File: src/rtl/rid_pkg.sv
package rid_pkg;
  typedef enum logic [1:0] {
    DIV_STOP0 = 2'b00,
    DIV_RUN   = 2'b01,
    DIV_STOP2 = 2'b10,
    DIV_STOP3 = 2'b11
  } div_sel_e;
endpackage

File: src/rtl/rid_reset_sync.sv
module rid_reset_sync #(
  parameter int STAGES = 2
) (
  input  logic clk,
  input  logic rst_n,
  output logic rst_sync_n
);
  logic [STAGES-1:0] sync_q;
  logic [STAGES-1:0] sync_d;

  always_comb begin
    sync_d = {sync_q[STAGES-2:0], 1'b1};
  end

  always_ff @(posedge clk or negedge rst_n) begin
    if (!rst_n) sync_q <= '0;
    else        sync_q <= sync_d;
  end

  assign rst_sync_n = sync_q[STAGES-1];
endmodule

File: src/rtl/rid_prescaler.sv
module rid_prescaler #(
  parameter int CHAIN_W = 15
) (
  input  logic               clk,
  input  logic               rst_n,
  input  logic               run,
  input  logic               tick,
  output logic [CHAIN_W-1:0] cnt_o
);
  logic [CHAIN_W-1:0] cnt_q;
  logic [CHAIN_W-1:0] cnt_d;
  logic               cnt_en;

  always_comb begin
    cnt_en = 1'b0;
    cnt_d  = cnt_q;
    if (!run) begin
      cnt_en = 1'b1;
      cnt_d  = '0;
    end else if (tick) begin
      cnt_en = 1'b1;
      cnt_d  = cnt_q + 1'b1;
    end
  end

  always_ff @(posedge clk or negedge rst_n) begin
    if (!rst_n)      cnt_q <= '0;
    else if (cnt_en) cnt_q <= cnt_d;
  end

  assign cnt_o = cnt_q;
endmodule

File: src/rtl/rid_rate_decode.sv
module rid_rate_decode #(
  parameter int RATE_W   = 4,
  parameter int IDX_W    = 4,
  parameter int SLOW1_IDX = 6,
  parameter int SLOW2_IDX = 7
) (
  input  logic [RATE_W-1:0] rate,
  output logic [IDX_W-1:0]  idx,
  output logic              valid
);
  localparam logic [RATE_W-1:0] CODE_SLOW1 = RATE_W'(1);
  localparam logic [RATE_W-1:0] CODE_SLOW2 = RATE_W'(2);
  localparam logic [RATE_W-1:0] CODE_OFF   = '0;

  logic [RATE_W-1:0] shifted;

  always_comb begin
    shifted = rate - RATE_W'(2);
    valid   = (rate != CODE_OFF);
    if (rate == CODE_SLOW1)      idx = IDX_W'(SLOW1_IDX);
    else if (rate == CODE_SLOW2) idx = IDX_W'(SLOW2_IDX);
    else if (!valid)             idx = '0;
    else                         idx = IDX_W'(shifted);
  end
endmodule

File: src/rtl/rid_tap_probe.sv
module rid_tap_probe #(
  parameter int CHAIN_W = 15,
  parameter int IDX_W   = 4
) (
  input  logic [CHAIN_W-1:0] cnt,
  input  logic [IDX_W-1:0]   idx,
  output logic               level,
  output logic               rise_on_tick
);
  logic low_ones;

  always_comb begin
    level    = 1'b0;
    low_ones = 1'b1;
    for (int i = 0; i < CHAIN_W; i++) begin
      if (IDX_W'(i) == idx) level = cnt[i];
      if (IDX_W'(i) < idx)  low_ones = low_ones & cnt[i];
    end
    rise_on_tick = low_ones & ~level;
  end
endmodule

File: src/rtl/rid_pulse_gen.sv
module rid_pulse_gen (
  input  logic clk,
  input  logic rst_n,
  input  logic fire,
  output logic pulse_o
);
  logic pulse_q;
  logic pulse_d;

  always_comb begin
    pulse_d = fire;
  end

  always_ff @(posedge clk or negedge rst_n) begin
    if (!rst_n) pulse_q <= 1'b0;
    else        pulse_q <= pulse_d;
  end

  assign pulse_o = pulse_q;
endmodule

File: src/rtl/rid_periodic_divider.sv
module rid_periodic_divider #(
  parameter int CHAIN_W = 15,
  parameter int RATE_W  = 4,
  parameter int DIV_W   = 2
) (
  input  logic              clk,
  input  logic              rst_n,
  input  logic              tb_en_i,
  input  logic [DIV_W-1:0]  div_sel_i,
  input  logic [RATE_W-1:0] rate_i,
  input  logic              sqw_en_i,
  input  logic              pie_en_i,
  output logic              sqw_o,
  output logic              pi_pulse_o,
  output logic              sec_tick_o
);
  import rid_pkg::*;

  localparam int IDX_W = $clog2(CHAIN_W);
  localparam logic [IDX_W-1:0] SEC_IDX = IDX_W'(CHAIN_W - 1);

  logic               rst_sync_n;
  logic               run;
  logic [CHAIN_W-1:0] cnt;
  logic [IDX_W-1:0]   per_idx;
  logic               per_valid;
  logic               per_level;
  logic               per_rise;
  logic               sec_level;
  logic               sec_rise;
  logic               per_fire;
  logic               sec_fire;

  assign run = (div_sel_i == DIV_W'(DIV_RUN));

  rid_reset_sync #(.STAGES(2)) i_rst (
    .clk        (clk),
    .rst_n      (rst_n),
    .rst_sync_n (rst_sync_n)
  );

  rid_prescaler #(.CHAIN_W(CHAIN_W)) i_chain (
    .clk   (clk),
    .rst_n (rst_sync_n),
    .run   (run),
    .tick  (tb_en_i),
    .cnt_o (cnt)
  );

  rid_rate_decode #(.RATE_W(RATE_W), .IDX_W(IDX_W)) i_dec (
    .rate  (rate_i),
    .idx   (per_idx),
    .valid (per_valid)
  );

  rid_tap_probe #(.CHAIN_W(CHAIN_W), .IDX_W(IDX_W)) i_per_tap (
    .cnt          (cnt),
    .idx          (per_idx),
    .level        (per_level),
    .rise_on_tick (per_rise)
  );

  rid_tap_probe #(.CHAIN_W(CHAIN_W), .IDX_W(IDX_W)) i_sec_tap (
    .cnt          (cnt),
    .idx          (SEC_IDX),
    .level        (sec_level),
    .rise_on_tick (sec_rise)
  );

  always_comb begin
    per_fire = run & tb_en_i & per_valid & pie_en_i & per_rise;
    sec_fire = run & tb_en_i & sec_rise;
    sqw_o    = run & sqw_en_i & per_valid & per_level;
  end

  rid_pulse_gen i_per_pulse (
    .clk     (clk),
    .rst_n   (rst_sync_n),
    .fire    (per_fire),
    .pulse_o (pi_pulse_o)
  );

  rid_pulse_gen i_sec_pulse (
    .clk     (clk),
    .rst_n   (rst_sync_n),
    .fire    (sec_fire),
    .pulse_o (sec_tick_o)
  );

  logic unused_sec_level;
  assign unused_sec_level = sec_level;
endmodule

File: config.mk
export PLATFORM = sky130hd
export DESIGN_NAME = rid_periodic_divider
export DESIGN_NICKNAME = d
export VERILOG_FILES = /design/src/rtl/rid_pkg.sv /design/src/rtl/rid_reset_sync.sv /design/src/rtl/rid_prescaler.sv /design/src/rtl/rid_rate_decode.sv /design/src/rtl/rid_tap_probe.sv /design/src/rtl/rid_pulse_gen.sv /design/src/rtl/rid_periodic_divider.sv
export SDC_FILE = /design/constraint.sdc
export NUM_CORES = 1
export LEC_CHECK = 0
export BUFFER_PORTS_ARGS = -buffer_cell sky130_fd_sc_hd__buf_4
export CAP_MARGIN = 30
export CELL_PAD_IN_SITES_DETAIL_PLACEMENT = 2
export CELL_PAD_IN_SITES_GLOBAL_PLACEMENT = 2
export CORE_MARGIN = 2
export CORE_UTILIZATION = 32
export DETAILED_ROUTE_END_ITERATION = 10
export PLACE_DENSITY = 0.78
export RECOVER_POWER = 100
export SYNTH_ARGS = -nofsm -noshare
export SYNTH_HDL_FRONTEND = slang
export SYNTH_SLANG_ARGS = --single-unit
File: constraint.sdc
create_clock -name clk -period 4.89 [get_ports clk]
set_input_delay 1.467 -clock clk [delete_from_list [all_inputs] [get_ports clk]]
set_output_delay 1.467 -clock clk [all_outputs]
set_load 0.01 [all_outputs]
# Word-level counts from Yosys, hierarchy flattened
# Cells that the tools add are included.
# totals
register_bits,19
input_bits,11
out_inout_bits,3
# classes
n_eq_ne,18
order_cmp,15
muxes,37
addsub,2
reduce_logical,3
n_bitwise,39
# ops
operator,n
1-bit bitwise AND,37
1-bit 2-to-1 mux,32
15-bit 2-to-1 mux,2
"4-bit equality test, first input constant",7
"4-bit < comparator, first input constant",7
"3-bit by 4-bit equality test with 1-bit output, first input constant",4
"3-bit by 4-bit < comparator with 1-bit output, first input constant",4
"15-bit by 1-bit adder with 15-bit output, second input constant",1
4-bit 2-to-1 mux,3
"2-bit by 4-bit equality test with 1-bit output, first input constant",2
"1-bit by 4-bit < comparator with 1-bit output, first input constant",2
"2-bit by 4-bit < comparator with 1-bit output, first input constant",2
"1-bit by 4-bit equality test with 1-bit output, first input constant",1
"4-bit by 1-bit equality test with 1-bit output, second input constant",1
"4-bit by 2-bit equality test with 1-bit output, second input constant",1
4-bit zero test,1
4-bit nonzero test,1
"4-bit by 2-bit subtractor with 4-bit output, second input constant",1
"2-bit by 1-bit equality test with 1-bit output, second input constant",1
"2-bit inequality test, second input constant",1
1-bit inverter,2
2-bit AND reduction,1

# Longest topological paths before layout
# depth
ltp_word,36
mapped_depth,10
mapped_depth_nobuf,8

# By module
# From an unflattened synthesis, not the netlist that was laid out.
# hier_totals
cells_unflattened,196
hier_area_um2,1651.6
# modules_own_cells
module,area_each_um2,n_inst,cells_each
rid_prescaler,774.5,1,75
rid_tap_probe,312.8,2,47
rid_rate_decode,97.6,1,15
rid_reset_sync,53.8,1,3
rid_periodic_divider,50.0,1,7
rid_pulse_gen,25.0,2,1

# Worst setup path after synthesis
# No wires, ideal clock.
# synth_timing
path_type,input-to-output
start,input port rate_i[1]
end,output port sqw_o
stages,10
t_arrival_ns,3.525
t_required_ns,3.423
n_path_buf,2
path_slack_ns,-0.102
path_cell_list,buf_2 > inv_1 > ha_1 > buf_6 > or4b_1 > a221oi_1 > a221oi_1 > o41ai_2 > a32oi_2 > nor4b_2
# synth_via
elab_chain_cells,21
word_cells_on_any_way,39
cone_classes,add/sub (1); eq/ne (16); mux (18); bitwise (2); reduce/logical (2)
# synth_rtl
item,line_no,source
from (decl),rid_periodic_divider.sv:10,"input logic [RATE_W-1:0] rate_i,"
4-bit by 2-bit subtractor with 4-bit output / 4-bit nonzero test (equally long branches),"rid_rate_decode.sv:18, rid_rate_decode.sv:19",
4-bit 2-to-1 mux,rid_rate_decode.sv:22,else if (!valid) idx = '0;
4-bit 2-to-1 mux,rid_rate_decode.sv:21,else if (rate == CODE_SLOW2) idx = IDX_W'(SLOW2_IDX);
4-bit 2-to-1 mux,rid_rate_decode.sv:20,if (rate == CODE_SLOW1) idx = IDX_W'(SLOW1_IDX);
4-bit zero test,rid_tap_probe.sv:16,if (IDX_W'(i) == idx) level = cnt[i];
1-bit 2-to-1 mux (15 in series),rid_tap_probe.sv:16,
1-bit bitwise AND *,rid_periodic_divider.sv:73,sqw_o = run & sqw_en_i & per_valid & per_level;
to (decl),rid_periodic_divider.sv:13,"output logic sqw_o,"
# Every way passes the cells marked *; elsewhere a longest branch is shown, timed or not.

# Worst setup path after layout
# layout_timing
start,input port rate_i[2]
end,output port sqw_o
# Same word-level chain as after synthesis.

==> summary.txt <==
Run status
  – Outcome: finished, violations left
  – Failing checks: negative setup slack

Global routing
  – GRT Overall Usage: 0.2192
  – First-pass GRT wire length: 9.363 mm
  – Global route overflow: 0
  – Initial antenna violation count: 0
  – Largest net degree at the start of global routing: 21
  – Number of global-route vias before repair: 1807

Placed design
  – Routability-driven placement congestion ratio: 0.8362
  – Port bufs: 13
  – Detailed Place HPWL: 4.363 mm
  – Post-Place Cell Area: 0.001922 mm^2
  – Placed cells: approximately 290

Routing
  – Initial drt markers: 73
  – WL final: a little over 6 mm
  – Post-route ant nets: 0
  – Drt drc: 0
  – Vias: 1686
  – TritonRoute pass-1 iters: 4
  – DR top layer: met4
  – Per-cell routed wire length: approximately 20 um
  – DR WL met3: 144 um
  – DR vias/cell: 5.639
  – Met1 wire length: 2.717 mm
  – Metal2 WL: 3.132 mm

Critical path
  – Worst Path Required: 3.42 ns
  – WP buf/inv: 4
  – Largest fanout on the critical path: 6
  – Element type at the critical path end: output port
  – CP Class: in -> out
  – Worst-path cell chain: buf_6 -> buf_8 -> or3_4 -> buf_4 -> a211o_1 -> a311oi_2 -> o211ai_1 -> a32oi_2 -> nor4b_2 -> buf_4
  – CP dominant cell by count: buf_4
  – Max incr delay on CP: 0.38 ns
  – Family with the most delay on the worst path: compound AO/OA/AOI/OAI gates
  – Startpoint Class: input pin
  – Arr. time, crit path: 3.44 ns
  – Critical Path Slowest Stage Cell: or3_4

Hold path
  – Worst min-delay path class: reg -> async

Pwr
  – Psw: roughly 120 uW
  – Clock Power Share: 0.271
  – LEAKAGE: 0.8429 nW
  – Internal: between 200 and 300 uW
  – Peak VDD IR: 119.4 uV
  – Sequential share of power: 0.416
  – Combinational power share: 0.313
  – Power density cells: 183.2 mW/mm^2
  – Net Sw Frac: 0.2992

Timing
  – Post-route clock period utilization: 1.003
  – Fin. max-slew vios: 0
  – Min cycle time layout: just under 5 ns
  – Slew headroom: 0.4996
  – Post-Route Hold Slack: 0.3136 ns
  – Clock skew: 0.001672 ns
  – Worst setup margin: -0.01367 ns
  – Max frequency: 203.9 MHz
  – # setup viols final: 1
  – Worst-Margin Slew: 0.7506 ns
  – RSZ-0062 raised after global routing: yes
  – Final hold vios: 0

Clock tree
  – Skew-Pair Late Insertion Delay: between 0.2 and 0.3 ns
  – CTS buffer count: 3
  – Clock-pin slew on the worst setup and hold paths: 0.07 ns
  – Root Driver: clkbuf_8
  – Htree depth: 1
  – Post-CTS Hold Buffers: 0
  – CTS tree: built
  – CTS sink count: 19
  – Clock Path Buffers: 2

Final layout
  – Share of cells above drive strength 1: 0.3013
  – Finished Cell Area: 0.002138 mm^2
  – Final net count: 245
  – Diodes inserted: 0
  – Fillcell total: between 500 and 600
  – Non-filler instance count after layout: about 300
  – Layout overhead on the synthesized area: 30.56%

Floorplan
  – Initial Util: 0.3269
  – FP Rows: 26
  – Die width: 75.54 um
  – Ports: 14
  – Die height: roughly 76 um
  – Core Region: 0.005010 mm^2
  – Die area: 0.005706 mm^2

Yosys
  – Synth area leader: dfrtp_1
  – Post-Syn Area: roughly 0.0016 mm^2
  – Syn Nets: between 200 and 250
  – Synth Register Bits: 19
  – Post-synth cell types: just under 60
  – Synth top area cells: dfrtp_1 (29%), nor2_1 (4.4%), a21oi_1 (3.4%)
  – Post-synth ARST share: 1.000
  – Number of synthesized flops with an enable pin: 0
  – Synth warn: 0
  – Post-Syn Instances: 196
  – Synth top area share: 0.2903
  – Synthesized area per cell: 8.356 um^2
  – Top FF cell, synth: dfrtp_1
  – Sequential area share after synthesis: 0.2903

Run
  – Number of max-cap violations: 0
-- cells in the mapped netlist, types with 3 or more instances --
| cell type | instances |
|---|---|
| o21a_1 | 3 |
| o21ai_0 | 11 |
| nand3b_1 | 3 |
| or3_1 | 3 |
| o22ai_1 | 3 |
| xor2_1 | 6 |
| nand3_1 | 6 |
| dfrtp_1 | 19 |
| ha_1 | 4 |
| nand2b_1 | 4 |
| nor2_1 | 19 |
| inv_1 | 8 |
| clkbuf_1 | 4 |
| nor3_1 | 6 |
| buf_2 | 7 |
| nand4_1 | 6 |
| mux2i_1 | 4 |
| a21oi_1 | 11 |
| nand2_1 | 9 |
| xnor2_1 | 5 |
| and3_1 | 5 |
-- flip-flops by register name, indices dropped and copies added, names as in the netlist --
register,flops
i_sec_pulse.pulse_o,1
i_per_pulse.pulse_o,1
i_chain.cnt_o,15
i_rst.sync_q,2
-- cells in the final DEF (no fill, tap or decap), drive strengths merged, types with 3 or more instances in the layout --
master / instances
or3: 4
nand2: 9
and3: 5
nand2b: 4
o21ai: 11
nor3: 6
mux2i: 4
xnor2: 5
dfrtp: 19
nor2: 19
nand3b: 3
buf: 38
xor2: 6
clkbuf: 9
inv: 8
o21a: 3
nand3: 6
ha: 4
o22ai: 3
a32oi: 3
nand4: 6
a21oi: 11
-- final timing paths --
kind                                        start                   to  slack, ns  cells after the start
worst max-delay path                    rate_i[2]                sqw_o      -0.01                     10
worst min register to register    i_rst.sync_q[1]     i_chain.cnt_o[3]       0.31                      0
min in group clk                  i_rst.sync_q[0]      i_rst.sync_q[1]       0.37                      0
max in group asynchronous                   rst_n      i_rst.sync_q[1]       3.78                      1
worst max register to register  i_chain.cnt_o[11]  i_per_pulse.pulse_o       2.87                      7
worst min-delay path              i_rst.sync_q[1]     i_chain.cnt_o[3]       0.31                      0
-- layout make-up --
cell class | instances | area, um^2 | area share
clock buffers | 4 | 45.04 | 0.02106
repair buffers | 43 | 342.8 | 0.1603
multi-input cells | 155 | 1155 | 0.5401
well taps | 70 | 87.58 | 0.04096
inverters | 8 | 32.53 | 0.01521
flip-flops and latches | 19 | 475.5 | 0.2224
-- power groups by stage --
stage          clock, mW  sequential [mW]  combinational, mW
6_report           0.106            0.163              0.123
4_1_cts            0.110            0.163              0.104
2_1_floorplan          0            0.164             0.0616
3_5_place_dp           0            0.166              0.101
5_1_grt            0.118            0.163              0.132
3_3_place_gp           0            0.166             0.0972
-- kinds of logic after synthesis --
| group | share of synthesized area |
|---|---|
| compound gates | 0.2544 |
| mux | 0.02445 |
| simple gates | 0.2720 |
| xor+xnor | 0.05882 |
| flops | 0.2903 |
| fa+ha+maj | 0.03056 |
| other cells | 0.002290 |
| buf+inv | 0.06722 |
-- worst register-to-register path, cell delays in order, from the launching register on --
cell and delay [ns]:
dfrtp_1 0.47, nor4bb_2 0.30, o221ai_1 0.16, o211ai_1 0.32
a22oi_1 0.16, a32oi_2 0.25, buf_4 0.15, o2111a_1 0.15
-- what timing repair did --
item	CTS	global route
pin swaps	4	13
cloned	0	0
gates resized for setup	5	28
endpoints found under the setup margin	1	1
buffers inserted	0	7
-- metrics by stage --
stage	setup TNS [ns]	power [mW]	utilization	worst slack, ns
floorplan	0	0.2260	-	0.02108
global placement	-0.09225	0.2631	0.3836	-0.09225
detailed placement	-0.1220	0.2668	0.3836	-0.1220
CTS	0	0.3774	0.3966	0.01226
global route	-0.08690	0.4131	0.4268	-0.08690
finish	-0.01367	0.3918	0.4268	-0.01367
-- layer usage --
layer  track usage  vias up
met5             0        -
met4       0.04483        0
met3       0.01190        8
met2        0.3952       31
met1        0.2907      850
li1              -      797
Note: power is estimated with default switching activity, not from simulation.
